File: src/rtl/ulm_pkg.sv
package ulm_pkg;

  typedef enum logic {
    LD_LEFT  = 1'b0,
    LD_RIGHT = 1'b1
  } ld_kind_e;

  // Whether register lane `lane` (0 = least significant) is overwritten.
  function automatic bit lane_taken(ld_kind_e kind, int off, int lane);
    if (kind == LD_LEFT) return lane >= off;
    return lane <= off;
  endfunction

  // Word byte index feeding register position `pos` (0 = most significant).
  // A result outside 0..lanes-1 means the position is not fed.
  function automatic int src_index(ld_kind_e kind, int off, int pos, int lanes);
    if (kind == LD_LEFT) return off + pos;
    return pos - (lanes - 1 - off);
  endfunction

endpackage

File: src/rtl/ulm_req_stage.sv
module ulm_req_stage
  import ulm_pkg::*;
#(
  parameter int ADDR_W = 32,
  parameter int LANES  = 4,
  parameter int LANE_W = 8,
  localparam int OFF_W  = $clog2(LANES),
  localparam int WORD_W = LANES * LANE_W
) (
  input  logic              clk,
  input  logic              rst_n,
  input  logic              req_valid,
  input  ld_kind_e          req_kind,
  input  logic [ADDR_W-1:0] req_addr,
  input  logic [WORD_W-1:0] req_old,
  output logic              mem_req,
  output logic [ADDR_W-1:0] mem_addr,
  output logic              q_valid,
  output ld_kind_e          q_kind,
  output logic [OFF_W-1:0]  q_off,
  output logic [WORD_W-1:0] q_old
);

  assign mem_req  = req_valid;
  assign mem_addr = {req_addr[ADDR_W-1:OFF_W], {OFF_W{1'b0}}};

  always_ff @(posedge clk or negedge rst_n) begin
    if (!rst_n) begin
      q_valid <= 1'b0;
      q_kind  <= LD_LEFT;
      q_off   <= '0;
      q_old   <= '0;
    end else begin
      q_valid <= req_valid;
      if (req_valid) begin
        q_kind <= req_kind;
        q_off  <= req_addr[OFF_W-1:0];
        q_old  <= req_old;
      end
    end
  end

endmodule

File: src/rtl/ulm_lane_steer.sv
module ulm_lane_steer
  import ulm_pkg::*;
#(
  parameter int LANES  = 4,
  parameter int LANE_W = 8,
  localparam int OFF_W  = $clog2(LANES),
  localparam int WORD_W = LANES * LANE_W
) (
  input  ld_kind_e          kind,
  input  logic [OFF_W-1:0]  off,
  input  logic [WORD_W-1:0] word,
  output logic [WORD_W-1:0] steered,
  output logic [LANES-1:0]  lane_take
);

  for (genvar j = 0; j < LANES; j++) begin : g_lane
    logic [LANE_W-1:0] lane_byte;
    logic              take;

    always_comb begin
      int src;
      src       = src_index(kind, int'(off), LANES - 1 - j, LANES);
      lane_byte = '0;
      for (int i = 0; i < LANES; i++) begin
        if (i == src) lane_byte = word[(LANES-1-i)*LANE_W +: LANE_W];
      end
      take = lane_taken(kind, int'(off), j);
    end

    assign steered[j*LANE_W +: LANE_W] = lane_byte;
    assign lane_take[j]                = take;
  end

endmodule

File: src/rtl/ulm_lane_merge.sv
module ulm_lane_merge #(
  parameter int LANES  = 4,
  parameter int LANE_W = 8,
  localparam int WORD_W = LANES * LANE_W
) (
  input  logic [WORD_W-1:0] steered,
  input  logic [WORD_W-1:0] old,
  input  logic [LANES-1:0]  lane_take,
  output logic [WORD_W-1:0] merged
);

  for (genvar j = 0; j < LANES; j++) begin : g_lane
    assign merged[j*LANE_W +: LANE_W] =
      lane_take[j] ? steered[j*LANE_W +: LANE_W] : old[j*LANE_W +: LANE_W];
  end

endmodule

File: src/rtl/unaligned_load_merge.sv
module unaligned_load_merge
  import ulm_pkg::*;
#(
  parameter int ADDR_W = 32,
  parameter int LANES  = 4,
  parameter int LANE_W = 8,
  localparam int OFF_W  = $clog2(LANES),
  localparam int WORD_W = LANES * LANE_W
) (
  input  logic              clk,
  input  logic              rst_n,
  input  logic              req_valid,
  input  logic              req_op,
  input  logic [ADDR_W-1:0] req_addr,
  input  logic [WORD_W-1:0] req_old,
  output logic              mem_req,
  output logic [ADDR_W-1:0] mem_addr,
  input  logic [WORD_W-1:0] mem_rdata,
  output logic              res_valid,
  output logic [WORD_W-1:0] res_data
);

  ld_kind_e          req_kind;
  logic              q_valid;
  ld_kind_e          q_kind;
  logic [OFF_W-1:0]  q_off;
  logic [WORD_W-1:0] q_old;
  logic [WORD_W-1:0] steered;
  logic [LANES-1:0]  lane_take;

  assign req_kind = ld_kind_e'(req_op);

  ulm_req_stage #(.ADDR_W(ADDR_W), .LANES(LANES), .LANE_W(LANE_W)) u_req (
    .clk      (clk),
    .rst_n    (rst_n),
    .req_valid(req_valid),
    .req_kind (req_kind),
    .req_addr (req_addr),
    .req_old  (req_old),
    .mem_req  (mem_req),
    .mem_addr (mem_addr),
    .q_valid  (q_valid),
    .q_kind   (q_kind),
    .q_off    (q_off),
    .q_old    (q_old)
  );

  ulm_lane_steer #(.LANES(LANES), .LANE_W(LANE_W)) u_steer (
    .kind     (q_kind),
    .off      (q_off),
    .word     (mem_rdata),
    .steered  (steered),
    .lane_take(lane_take)
  );

  ulm_lane_merge #(.LANES(LANES), .LANE_W(LANE_W)) u_merge (
    .steered  (steered),
    .old      (q_old),
    .lane_take(lane_take),
    .merged   (res_data)
  );

  assign res_valid = q_valid;

endmodule

File: config.mk
export PLATFORM = sky130hd
export DESIGN_NAME = unaligned_load_merge
export DESIGN_NICKNAME = d
export VERILOG_FILES = /design/src/rtl/ulm_pkg.sv /design/src/rtl/ulm_req_stage.sv /design/src/rtl/ulm_lane_steer.sv /design/src/rtl/ulm_lane_merge.sv /design/src/rtl/unaligned_load_merge.sv
export SDC_FILE = /design/constraint.sdc
export NUM_CORES = 1
export LEC_CHECK = 0
export BUFFER_PORTS_ARGS = -buffer_cell sky130_fd_sc_hd__buf_2
export CAP_MARGIN = 15
export CORE_MARGIN = 5
export CORE_UTILIZATION = 54
export DETAILED_ROUTE_END_ITERATION = 8
export GPL_ROUTABILITY_DRIVEN = 1
export PLACE_DENSITY = 0.88
export SLEW_MARGIN = 10
export SYNTH_ARGS = -nofsm -noshare
export SYNTH_HDL_FRONTEND = slang
export SYNTH_SLANG_ARGS = --single-unit
File: constraint.sdc
create_clock -name clk -period 8.91 [get_ports clk]
set_input_delay 2.2275 -clock clk [delete_from_list [all_inputs] [get_ports clk]]
set_output_delay 2.2275 -clock clk [all_outputs]
set_load 0.05 [all_outputs]
== Yosys cells after proc, flatten, opt, wreduce, memory -nomap -nowiden ==
Index checks and enable logic that the tools add are counted.
Cells by class
  $lt $le $gt $ge: 6
  add/subtract/negate cells: 8
  reduce and logical (&&, ||, !) cells: 4
  mux-type cells: 28
  eq/ne operators: 12
Operators by type and width (number)
  == test 3 x 32 -> 1 bit, first input constant: 8
  2-to-1 mux 8 bit: 20
  == test 2 x 32 -> 1 bit, first input constant: 4
  zero test 32 bit: 4
  2-to-1 mux 32 bit: 4
  subtractor 3 x 32 -> 32 bit, first input constant: 2
  subtractor 1 x 32 -> 32 bit, first input constant: 1
  subtractor 2 x 32 -> 32 bit, first input constant: 1
  adder 2 x 2 -> 3 bit, second input constant: 2
  greater-or-equal comparator 1 x 2 -> 1 bit, first input constant: 2
  <= comparator 2 bit, first input constant: 2
  2-to-1 mux 1 bit: 4
  adder 2 x 1 -> 3 bit, second input constant: 1
  subtractor 2 x 2 -> 3 bit, first input constant: 1
  greater-or-equal comparator 2 bit, first input constant: 1
  <= comparator 1 x 2 -> 1 bit, first input constant: 1
Word-level totals
  register bits after elaboration: 36
  output and inout port bits: 66

== Depth between registers and ports, before layout ==
Gate-level depths: netlist (run 1).
  word-level depth: 9
  mapped depth: 12
  mapped depth without buffers: 6

== By module ==
Synthesis (run 1) repeated with hierarchy kept, for this count alone.
Unflattened totals
  cell total of the unflattened synthesis: 413
  area, all modules: 3953.8 µm²
Modules (own cells, without submodules)
  ulm_req_stage: instances 1, cells each 109, area each 1730.4 µm²
  ulm_lane_steer: instances 1, cells each 268, area each 1697.9 µm²
  ulm_lane_merge: instances 1, cells each 36, area each 525.5 µm²

== Worst setup path after synthesis (run 1) ==
No wires, ideal clock.
  kind: input -> output
  from: input port mem_rdata[19]
  to: output port res_data[27]
  setup slack: 3.086 ns
  buffers on the path: 0
  data required time: 6.682 ns
  cell stages on the path: 4
  arrival: 3.596 ns
  path through: or3b_1 a21oi_1 o311ai_1 a21oi_1
Between the ends
  longest elaborated chain between the ends: 4
Ends and longest elaborated chain
  from (decl): RTL line unaligned_load_merge.sv:18  | input logic [WORD_W-1:0] mem_rdata,
  2-to-1 mux 8 bit (3 in a row): RTL line ulm_lane_steer.sv:25  | if (i == src) lane_byte = word[(LANES-1-i)*LANE_W +: LANE_W];
  2-to-1 mux 8 bit: RTL line ulm_lane_merge.sv:14  | lane_take[j] ? steered[j*LANE_W +: LANE_W] : old[j*LANE_W +: LANE_W];
  to (decl): RTL line unaligned_load_merge.sv:20  | output logic [WORD_W-1:0] res_data
No other way between the ends.

== Worst setup path in the final report (run 1) ==
  from: register u_req.q_off[1]
  to: output port res_data[6]
Between the ends
  longest elaborated chain between the ends: 9
  elaborated cells between the ends (all ways): 15
  those cells by class: add/sub (3); order compare (1); eq/ne (3); mux (7); reduce/logical (1)
Ends and longest elaborated chain
  from (decl): RTL line ulm_req_stage.sv:20  | output logic [OFF_W-1:0] q_off,
  from (signal assigned): RTL line ulm_req_stage.sv:37  | q_off <= req_addr[OFF_W-1:0];
  subtractor 2 x 2 -> 3 bit: RTL line ulm_pkg.sv:18  | return pos - (lanes - 1 - off);
  subtractor 3 x 32 -> 32 bit: RTL line ulm_pkg.sv:18
  2-to-1 mux 32 bit: RTL line ulm_pkg.sv:18
  zero test 32 bit: RTL line ulm_lane_steer.sv:25
  2-to-1 mux 8 bit (4 in a row): RTL line ulm_lane_steer.sv:25
  2-to-1 mux 8 bit (*): RTL line ulm_lane_merge.sv:14
Mark *: on every way between the ends. The rest lies on a longest branch, timed or not.

==> impl_metrics.env, run 1 <==
export IMPL_cts_sinks=36
export IMPL_drt_wirelength_per_cell_um=23.19
export IMPL_powerDensity_nw_per_um2=177.8
export IMPL_cts_tree="yes"
export IMPL_total_leakage_power_nw=1.739
export IMPL_cpPeakStageDelay_ps=640
export IMPL_r2r_end="u_req.q_kind"
export IMPL_clkTransAtPathRegs_ps=90
export IMPL_final_cells=640
export IMPL_nFillCells=704
export IMPL_cp_num_cells=9
export IMPL_ys_seq_area_frac=0.2229
export IMPL_crit_fanout=34
export IMPL_max_freq_ghz=0.1679
export IMPL_cp_top_family="buffers and inverters"
export IMPL_io_buffers=103
export IMPL_synth_area_leaders="dfrtp_1, a21oi_1, mux2_2"
export IMPL_nets=643
export IMPL_vias=4432
export IMPL_async_flop_share=1.000
export IMPL_clk_latency_ps=290
export IMPL_antenna_found_initial=1
export IMPL_routed_top_layer="met4"
export IMPL_holdCritPathClass="reg2reg"
export IMPL_syn_area_um2=4041
export IMPL_rows=31
export IMPL_ios=166
export IMPL_cts_buffers=5
export IMPL_synth_avg_cell_area_um2=8.019
export IMPL_crit_type="reg2out"
export IMPL_cap_violations=0
export IMPL_grt_overflow=0
export IMPL_run_status="completed"
export IMPL_layout_commonest_cell="buf_2"
export IMPL_cp_end_kind="primary output"
export IMPL_cts_resized=0
export IMPL_post_route_period_util=0.6687
export IMPL_synth_main_ff_cell="dfrtp_1"
export IMPL_finalSetupTns_ps=0
export IMPL_place_area_um2=4189
export IMPL_cts_setup_buffers=0
export IMPL_tightest_slew_ps=845.4
export IMPL_yosysUniqueCellTypes=59
export IMPL_start_kind="flip-flop"
export IMPL_synth_top_area_share=0.2229
export IMPL_min_from="u_req.q_old[13]"
export IMPL_gp_congestion=1.062
export IMPL_crit_required_ps=6680
export IMPL_path_buf_inv=4
export IMPL_synth_edff_count=0
export IMPL_finalSetupViolations=0
export IMPL_root_buffer="clkbuf_8"
export IMPL_ctsHtreeMaxLevel=2
export IMPL_grt_pass1_vias=4165
export IMPL_critPathLaunch="u_req.q_off[1]"
export IMPL_multi_input_area_um2=2582
export IMPL_drc=0
export IMPL_cts_hold_buf=0
export IMPL_reg2regPathDepth=3
export IMPL_drive_gt1_frac=0.3056
export IMPL_holdPathStages=1
export IMPL_rsz0062_at_grt="false"
export IMPL_hold_violations=0
export IMPL_wl_met2_mm=6.440
export IMPL_via_per_inst=6.925
export IMPL_initial_core_util=0.5572
export IMPL_final_cell_mix="buf_2, a21oi_1, nand2_1, dfrtp_1, mux2_2"
export IMPL_firstDrtPassIters=5
export IMPL_hpwl_mm=10.81
export IMPL_die_w_um=96.51
export IMPL_place_inst=631
export IMPL_grt_total_usage=0.3209
export IMPL_cp_cell_sequence="buf_4, inv_2, ha_1, buf_4, nor2b_1, a21oi_1, a2bb2oi_1, a21oi_1, buf_2"
export IMPL_synth_seq_cells=36
export IMPL_ir_drop_v=0.00009877
export IMPL_final_area_um2=4282
export IMPL_cp_arrival_ps=3730
export IMPL_core_region_area_um2=7253
export IMPL_seqCellArea_um2=903.4
export IMPL_r2r_start="u_req.q_kind"
export IMPL_routed_wl_mm=14.84
export IMPL_fin_crit_ps=5958
export IMPL_met1_length_mm=5.462
export IMPL_ant_nets=0
export IMPL_grt_pass1_wl_mm=22.75
export IMPL_wl_met3_mm=2.023
export IMPL_grt_max_degree=76
export IMPL_die_area_um2=9314
export IMPL_syn2layout_area_growth_pct=5.944
export IMPL_yosys_area_top_type="dfrtp_1"
export IMPL_clockBufferDepth=2
export IMPL_syn_inst=504
export IMPL_hold_end="u_req.q_old[13]"
export IMPL_crit_slowest_cell="ha_1"
export IMPL_r2r_setup_slack_ps=7160
export IMPL_drt_iter0_drc=671
export IMPL_die_y_um=96.51
export IMPL_max_slew_margin=0.4330
export IMPL_fin_skew_ps=0
export IMPL_slew_violations=0
export IMPL_ys_warn_count=0
[worst max-delay path by stage]
stage | to
global route | res_data[14]
CTS | res_data[6]
finish | res_data[6]
floorplan | res_data[27]
detailed placement | res_data[27]
global placement | res_data[31]
[cell usage after synthesis (all sizes together) (2+ instances only)]
master	number
a21oi	91
buf	68
o21ai	38
dfrtp	36
nand2	35
mux2	32
nor2b	15
a221o	14
nand2b	13
nand3b	13
nor2	13
clkbuf	12
a21boi	11
inv	9
o211ai	9
a22oi	8
a31oi	8
o21a	8
o311ai	7
o32ai	6
or3b	6
a211oi	5
and3	5
ha	4
nor3	4
o2bb2ai	4
a221oi	3
a2bb2oi	3
a211o	2
nand3	2
nand4	2
nand4b	2
[through the flow]
step           setup WS [ps]  hold WS [ps]  total power [mW]    util
3_3_place_gp            3201         482.7            0.6245  0.5775
5_1_grt                 2802         530.3            0.7971  0.5903
3_5_place_dp            3184         489.5            0.6288  0.5775
6_report                2952         501.4            0.7612  0.5903
4_1_cts                 3059         507.8            0.7536  0.5900
2_1_floorplan           3086         472.7            0.5611       -
[state kept, by name, indices dropped and copies added (netlist names)]
register	cells
u_req.q_valid	1
u_req.q_kind	1
u_req.q_old	32
u_req.q_off	2
[cells by family after synthesis]
| logic type | synth area share |
|---|---|
| other | 0.0009279 |
| adder cells (fa/ha/maj) | 0.01238 |
| buffers and inverters | 0.1390 |
| AND/OR/NAND/NOR | 0.1771 |
| AO/OA/AOI/OAI | 0.3585 |
| flip-flops | 0.2229 |
| multiplexers | 0.08917 |
[power breakdown]
| group | internal [mW] | switching [mW] |
|---|---|---|
| logic | 0.131 | 0.317 |
| clock network | 0.0556 | 0.0695 |
| registers | 0.179 | 0.00881 |
[layer usage]
layer	vias to the layer above	global-route usage
met5	-	0
met4	0	0.1706
met3	97	0.08830
met2	381	0.4718
met1	2025	0.4261
li1	1929	-
[layout make-up]
class,instances,area share
antenna,1,0.0005845
clock buffer,5,0.01607
clock inverter,3,0.004968
inverter,9,0.007890
multi-input combinational,380,0.6032
sequential,36,0.2110
tap,99,0.02893
timing repair buffer,107,0.1274
[worst register-to-register path, cell delays in order, from the launching register on]
cell and delay, ps:
dfrtp_2 350, buf_4 620, inv_2 450, o21ai_0 250
No activity file was read; power rests on OpenSTA's default activity.
==> run 2, diff against run 1 <==
Settings changed: CORE_UTILIZATION 54 to 50, PLACE_DENSITY 0.88 to 0.83.
Clock period 8.91 ns to 5.5 ns, I/O delays scaled along.
==> impl_metrics.env, run 2 (synthesis gave the netlist of run 1 again) <==
export IMPL_firstDrtPassIters=5
export IMPL_cp_cell_sequence="inv_1, ha_1, nand2b_1, nor3_2, a22oi_1, o21ai_1, buf_2"
export IMPL_final_area_um2=4289
export IMPL_initial_core_util=0.5176
export IMPL_cts_tree="yes"
export IMPL_grt_overflow=0
export IMPL_largest_register_ffs=32
export IMPL_clk_latency_ps=290
export IMPL_grt_max_degree=73
export IMPL_rows=32
export IMPL_ant_nets=0
export IMPL_drc=0
export IMPL_ctsHtreeMaxLevel=2
export IMPL_cts_resized=0
export IMPL_vias=4267
export IMPL_nets=643
export IMPL_ios=166
export IMPL_critPathLaunch="u_req.q_off[0]"
export IMPL_max_freq_ghz=0.2148
export IMPL_crit_required_ps=4120
export IMPL_start_kind="flip-flop"
export IMPL_grt_pass1_wl_mm=21.80
export IMPL_root_buffer="clkbuf_8"
export IMPL_cts_setup_buffers=0
export IMPL_place_area_um2=4193
export IMPL_final_cell_mix="buf_2, a21oi_1, nand2_1, dfrtp_1, mux2_2"
export IMPL_layout_commonest_cell="buf_2"
export IMPL_cts_hold_buf=0
export IMPL_finalSetupViolations=0
export IMPL_r2r_start="u_req.q_kind"
export IMPL_crit_slowest_cell="ha_1"
export IMPL_largestRegisters="u_req.q_old x32, u_req.q_off x2"
export IMPL_crit_fanout=25
export IMPL_switching_share=0.5083
export IMPL_nFillCells=763
export IMPL_ir_drop_v=0.0001925
export IMPL_rsz0062_at_grt="false"
export IMPL_grt_pass1_vias=4053
export IMPL_cts_buffers=5
export IMPL_fin_crit_ps=4655
export IMPL_p_clk_frac=0.170
export IMPL_total_leakage_power_nw=1.746
export IMPL_antenna_cells=0
export IMPL_run_status="completed"
export IMPL_gp_congestion=0.9775
export IMPL_post_route_period_util=0.8464
export IMPL_hold_violations=0
export IMPL_powerDensity_nw_per_um2=286.7
export IMPL_crit_type="reg2out"
export IMPL_power_switching_mw=0.6250
export IMPL_io_buffers=103
export IMPL_slew_violations=0
export IMPL_min_from="u_req.q_old[8]"
export IMPL_die_area_um2=9981
export IMPL_top_register="u_req.q_old"
export IMPL_die_w_um=99.91
export IMPL_hpwl_mm=10.75
export IMPL_holdCritPathClass="reg2reg"
export IMPL_drt_iter0_drc=473
export IMPL_fin_skew_ps=0
export IMPL_final_cells=642
export IMPL_finalSetupTns_ps=0
export IMPL_seqPwrFrac=0.254
export IMPL_place_inst=634
export IMPL_grt_total_usage=0.2798
export IMPL_via_per_inst=6.646
export IMPL_max_slew_margin=0.4347
export IMPL_cpPeakStageDelay_ps=720
export IMPL_cp_arrival_ps=3280
export IMPL_clkTransAtPathRegs_ps=80
export IMPL_combPwrFrac=0.576
export IMPL_routed_wl_mm=14.36
export IMPL_die_y_um=99.91
export IMPL_clockBufferDepth=2
export IMPL_r2r_setup_slack_ps=3930
export IMPL_drt_wirelength_per_cell_um=22.37
export IMPL_tightest_slew_ps=842.9
export IMPL_internal_power_mw=0.6046
export IMPL_antenna_found_initial=0
export IMPL_cp_end_kind="primary output"
export IMPL_core_region_area_um2=7807
export IMPL_drive_gt1_frac=0.3056
export IMPL_syn2layout_area_growth_pct=6.130
export IMPL_cap_violations=0
export IMPL_cts_sinks=36
## run 2: cell types whose count changed in the layout (fill, tap and decap cells not counted)
cell,change
diode_2,-1
clkinvlp_4,-1
clkbuf_8,+1
## run 2: area by class of cell
type                            count  area [um2]  area share
Multi-Input combinational cell    380        2582      0.6021
Sequential cell                    36       903.4      0.2106
Timing Repair Buffer              107       545.5      0.1272
Tap cell                          102       127.6     0.02975
Clock buffer                        6       82.58     0.01925
Inverter                            9       33.78    0.007876
Clock inverter                      2       13.76    0.003209
## run 2: path summary, 6_finish.rpt
path,end,depth (start not counted)
setup / recovery,res_data[23],7
hold / removal,u_req.q_old[8],1
setup reg to reg,u_req.q_kind,2
hold reg to reg,u_req.q_old[8],1
max in group asynchronous,u_req.q_kind,1
min in group asynchronous,u_req.q_valid,1
## run 2: worst max-delay path, delay by kind of cell (launching register included)
| family | cells | cell delay (ps) |
|---|---|---|
| fa+ha+maj | 1 | 720 |
| buf+inv | 2 | 610 |
| compound gates | 2 | 270 |
| simple gates | 2 | 970 |
| flops | 1 | 420 |
## run 2: power by group through the flow
stage / sequential (mW) / clock (mW) / combinational [mW]
floorplan: 0.307 / 0 / 0.602
global placement: 0.317 / 0 / 0.690
detailed placement: 0.317 / 0 / 0.695
CTS: 0.312 / 0.214 / 0.697
global route: 0.316 / 0.225 / 0.751
finish: 0.313 / 0.209 / 0.708
## run 2: routing by layer
metal  share of wire  vias up  wire length [um]  global-route usage
met5               0        -                 0                   0
met4           0.047        0               681              0.1345
met3            0.12       58              1680             0.06602
met2            0.44      308              6352              0.4351
met1            0.39     1978              5647              0.3644
li1                -     1923                 -                   -
## run 2: metrics by stage
step / total power, mW / hold slack [ps] / util / worst slack, ps
finish: 1.230 / 503.4 / 0.5494 / 845.0
global route: 1.292 / 519.7 / 0.5494 / 612.8
CTS: 1.223 / 506.1 / 0.5494 / 898.1
detailed placement: 1.012 / 488.3 / 0.5370 / 1221
global placement: 1.007 / 481.7 / 0.5370 / 1374
floorplan: 0.9089 / 472.7 / - / 1270
==> run 3, diff against run 2 <==
Clock period 5.5 ns to 4.7 ns, I/O delays scaled along.
==> impl_metrics.env, run 3 (synthesis gave the netlist of run 1 again) <==
export IMPL_cap_violations=0
export IMPL_max_slew_margin=0.4334
export IMPL_seqCellArea_um2=903.4
export IMPL_via_per_inst=6.771
export IMPL_multi_input_area_um2=2582
export IMPL_syn2layout_area_growth_pct=7.090
export IMPL_cpPeakStageDelay_ps=760
export IMPL_final_cell_mix="buf_2, a21oi_1, nand2_1, dfrtp_1, mux2_2"
export IMPL_final_area_um2=4328
export IMPL_max_freq_ghz=0.2316
export IMPL_rows=32
export IMPL_drt_iter0_drc=413
export IMPL_ant_nets=0
export IMPL_ios=166
export IMPL_layout_commonest_cell="buf_2"
export IMPL_drt_wirelength_per_cell_um=23.41
export IMPL_hold_violations=0
export IMPL_grt_total_usage=0.2939
export IMPL_crit_fanout=33
export IMPL_routed_wl_mm=15.15
export IMPL_cp_end_kind="primary output"
export IMPL_nFillCells=789
export IMPL_grt_overflow=0
export IMPL_grt_pass1_vias=4343
export IMPL_run_status="completed"
export IMPL_tightest_slew_ps=849.9
export IMPL_clockBufferDepth=2
export IMPL_antenna_cells=0
export IMPL_root_buffer="clkbuf_8"
export IMPL_crit_type="reg2out"
export IMPL_grt_pass1_wl_mm=23.14
export IMPL_cts_setup_buffers=0
export IMPL_ir_drop_v=0.0001991
export IMPL_crit_slowest_cell="ha_1"
export IMPL_post_route_period_util=0.9187
export IMPL_total_leakage_power_nw=1.765
export IMPL_cts_sinks=36
export IMPL_firstDrtPassIters=5
export IMPL_power_mw=1.446
export IMPL_finalSetupViolations=0
export IMPL_die_w_um=99.91
export IMPL_drive_gt1_frac=0.3083
export IMPL_fin_skew_ps=0
export IMPL_clkTransAtPathRegs_ps=90
export IMPL_clk_latency_ps=300
export IMPL_finalSetupTns_ps=0
export IMPL_drc=0
export IMPL_nets=648
export IMPL_hpwl_mm=11.22
export IMPL_start_kind="flip-flop"
export IMPL_holdCritPathClass="reg2reg"
export IMPL_antenna_found_initial=0
export IMPL_crit_required_ps=3520
export IMPL_critPathLaunch="u_req.q_off[1]"
export IMPL_slew_violations=0
export IMPL_cts_resized=0
export IMPL_largest_register_ffs=32
export IMPL_cp_arrival_ps=3140
export IMPL_cts_tree="yes"
export IMPL_die_area_um2=9981
export IMPL_grt_max_degree=73
export IMPL_initial_core_util=0.5176
export IMPL_gp_congestion=1.024
export IMPL_place_area_um2=4243
export IMPL_ctsHtreeMaxLevel=2
export IMPL_top_register="u_req.q_old"
export IMPL_powerDensity_nw_per_um2=334.2
export IMPL_r2r_setup_slack_ps=3190
export IMPL_die_y_um=99.91
export IMPL_fin_crit_ps=4318
export IMPL_critPathCapture="res_data[24]"
export IMPL_cp_cell_sequence="buf_4, ha_1, nand2_1, o32ai_2, a221oi_1, o21ai_1, buf_2"
export IMPL_largestRegisters="u_req.q_old x32, u_req.q_off x2"
export IMPL_vias=4381
export IMPL_core_region_area_um2=7807
export IMPL_io_buffers=103
export IMPL_cts_hold_buf=0
export IMPL_cts_buffers=5
export IMPL_rsz0062_at_grt="false"
export IMPL_r2r_start="u_req.q_kind"
export IMPL_r2r_end="u_req.q_kind"
export IMPL_reg2regPathDepth=3
run 3: layout make-up:
class,instances,share of cell area
multi-input combinational,380,0.5967
sequential,36,0.2087
timing repair buffer,112,0.1376
tap,102,0.02949
clock buffer,7,0.01764
inverter,9,0.007806
clock inverter,1,0.002024
run 3: critical path: cells and delay by family, from the launching register on:
family | cells | cell delay, ps
buffers and inverters | 2 | 620
adder cells (fa/ha/maj) | 1 | 760
AND/OR/NAND/NOR | 1 | 320
flip-flops | 1 | 380
AO/OA/AOI/OAI | 3 | 740
run 3: metal layers:
layer / vias to the layer above / global-route usage / wire, um
met1: 2048 / 0.3803 / 5880
met5: - / 0 / 0
met4: 0 / 0.1355 / 674
met3: 59 / 0.07992 / 1877
met2: 342 / 0.4551 / 6716
li1: 1932 / - / -
run 3: worst min path at each step:
| stage | start | end | slack [ps] | depth (start not counted) |
|---|---|---|---|---|
| after floorplan | u_req.q_old[10] | u_req.q_old[10] | 470 | 1 |
| after global placement | u_req.q_old[13] | u_req.q_old[13] | 480 | 1 |
| after detailed placement | u_req.q_old[8] | u_req.q_old[8] | 490 | 1 |
| after CTS | u_req.q_old[8] | u_req.q_old[8] | 510 | 1 |
| after global routing | u_req.q_old[8] | u_req.q_old[8] | 530 | 1 |
| final | u_req.q_old[11] | u_req.q_old[11] | 510 | 1 |
run 3: where the power goes:
part	switching (mW)	internal [mW]	total, mW
logic	0.590	0.255	0.845
clock network	0.127	0.106	0.233
registers	0.0281	0.340	0.368
run 3: through the flow:
stage	util	hold slack, ps	instances	setup slack, ps
3_5_place_dp	0.5434	493.2	639	811.7
2_1_floorplan	-	472.7	505	670.4
3_3_place_gp	0.5434	482.7	639	811.0
4_1_cts	0.5543	511.3	647	466.5
6_report	0.5543	505.3	647	382.1
5_1_grt	0.5543	532.6	647	140.7
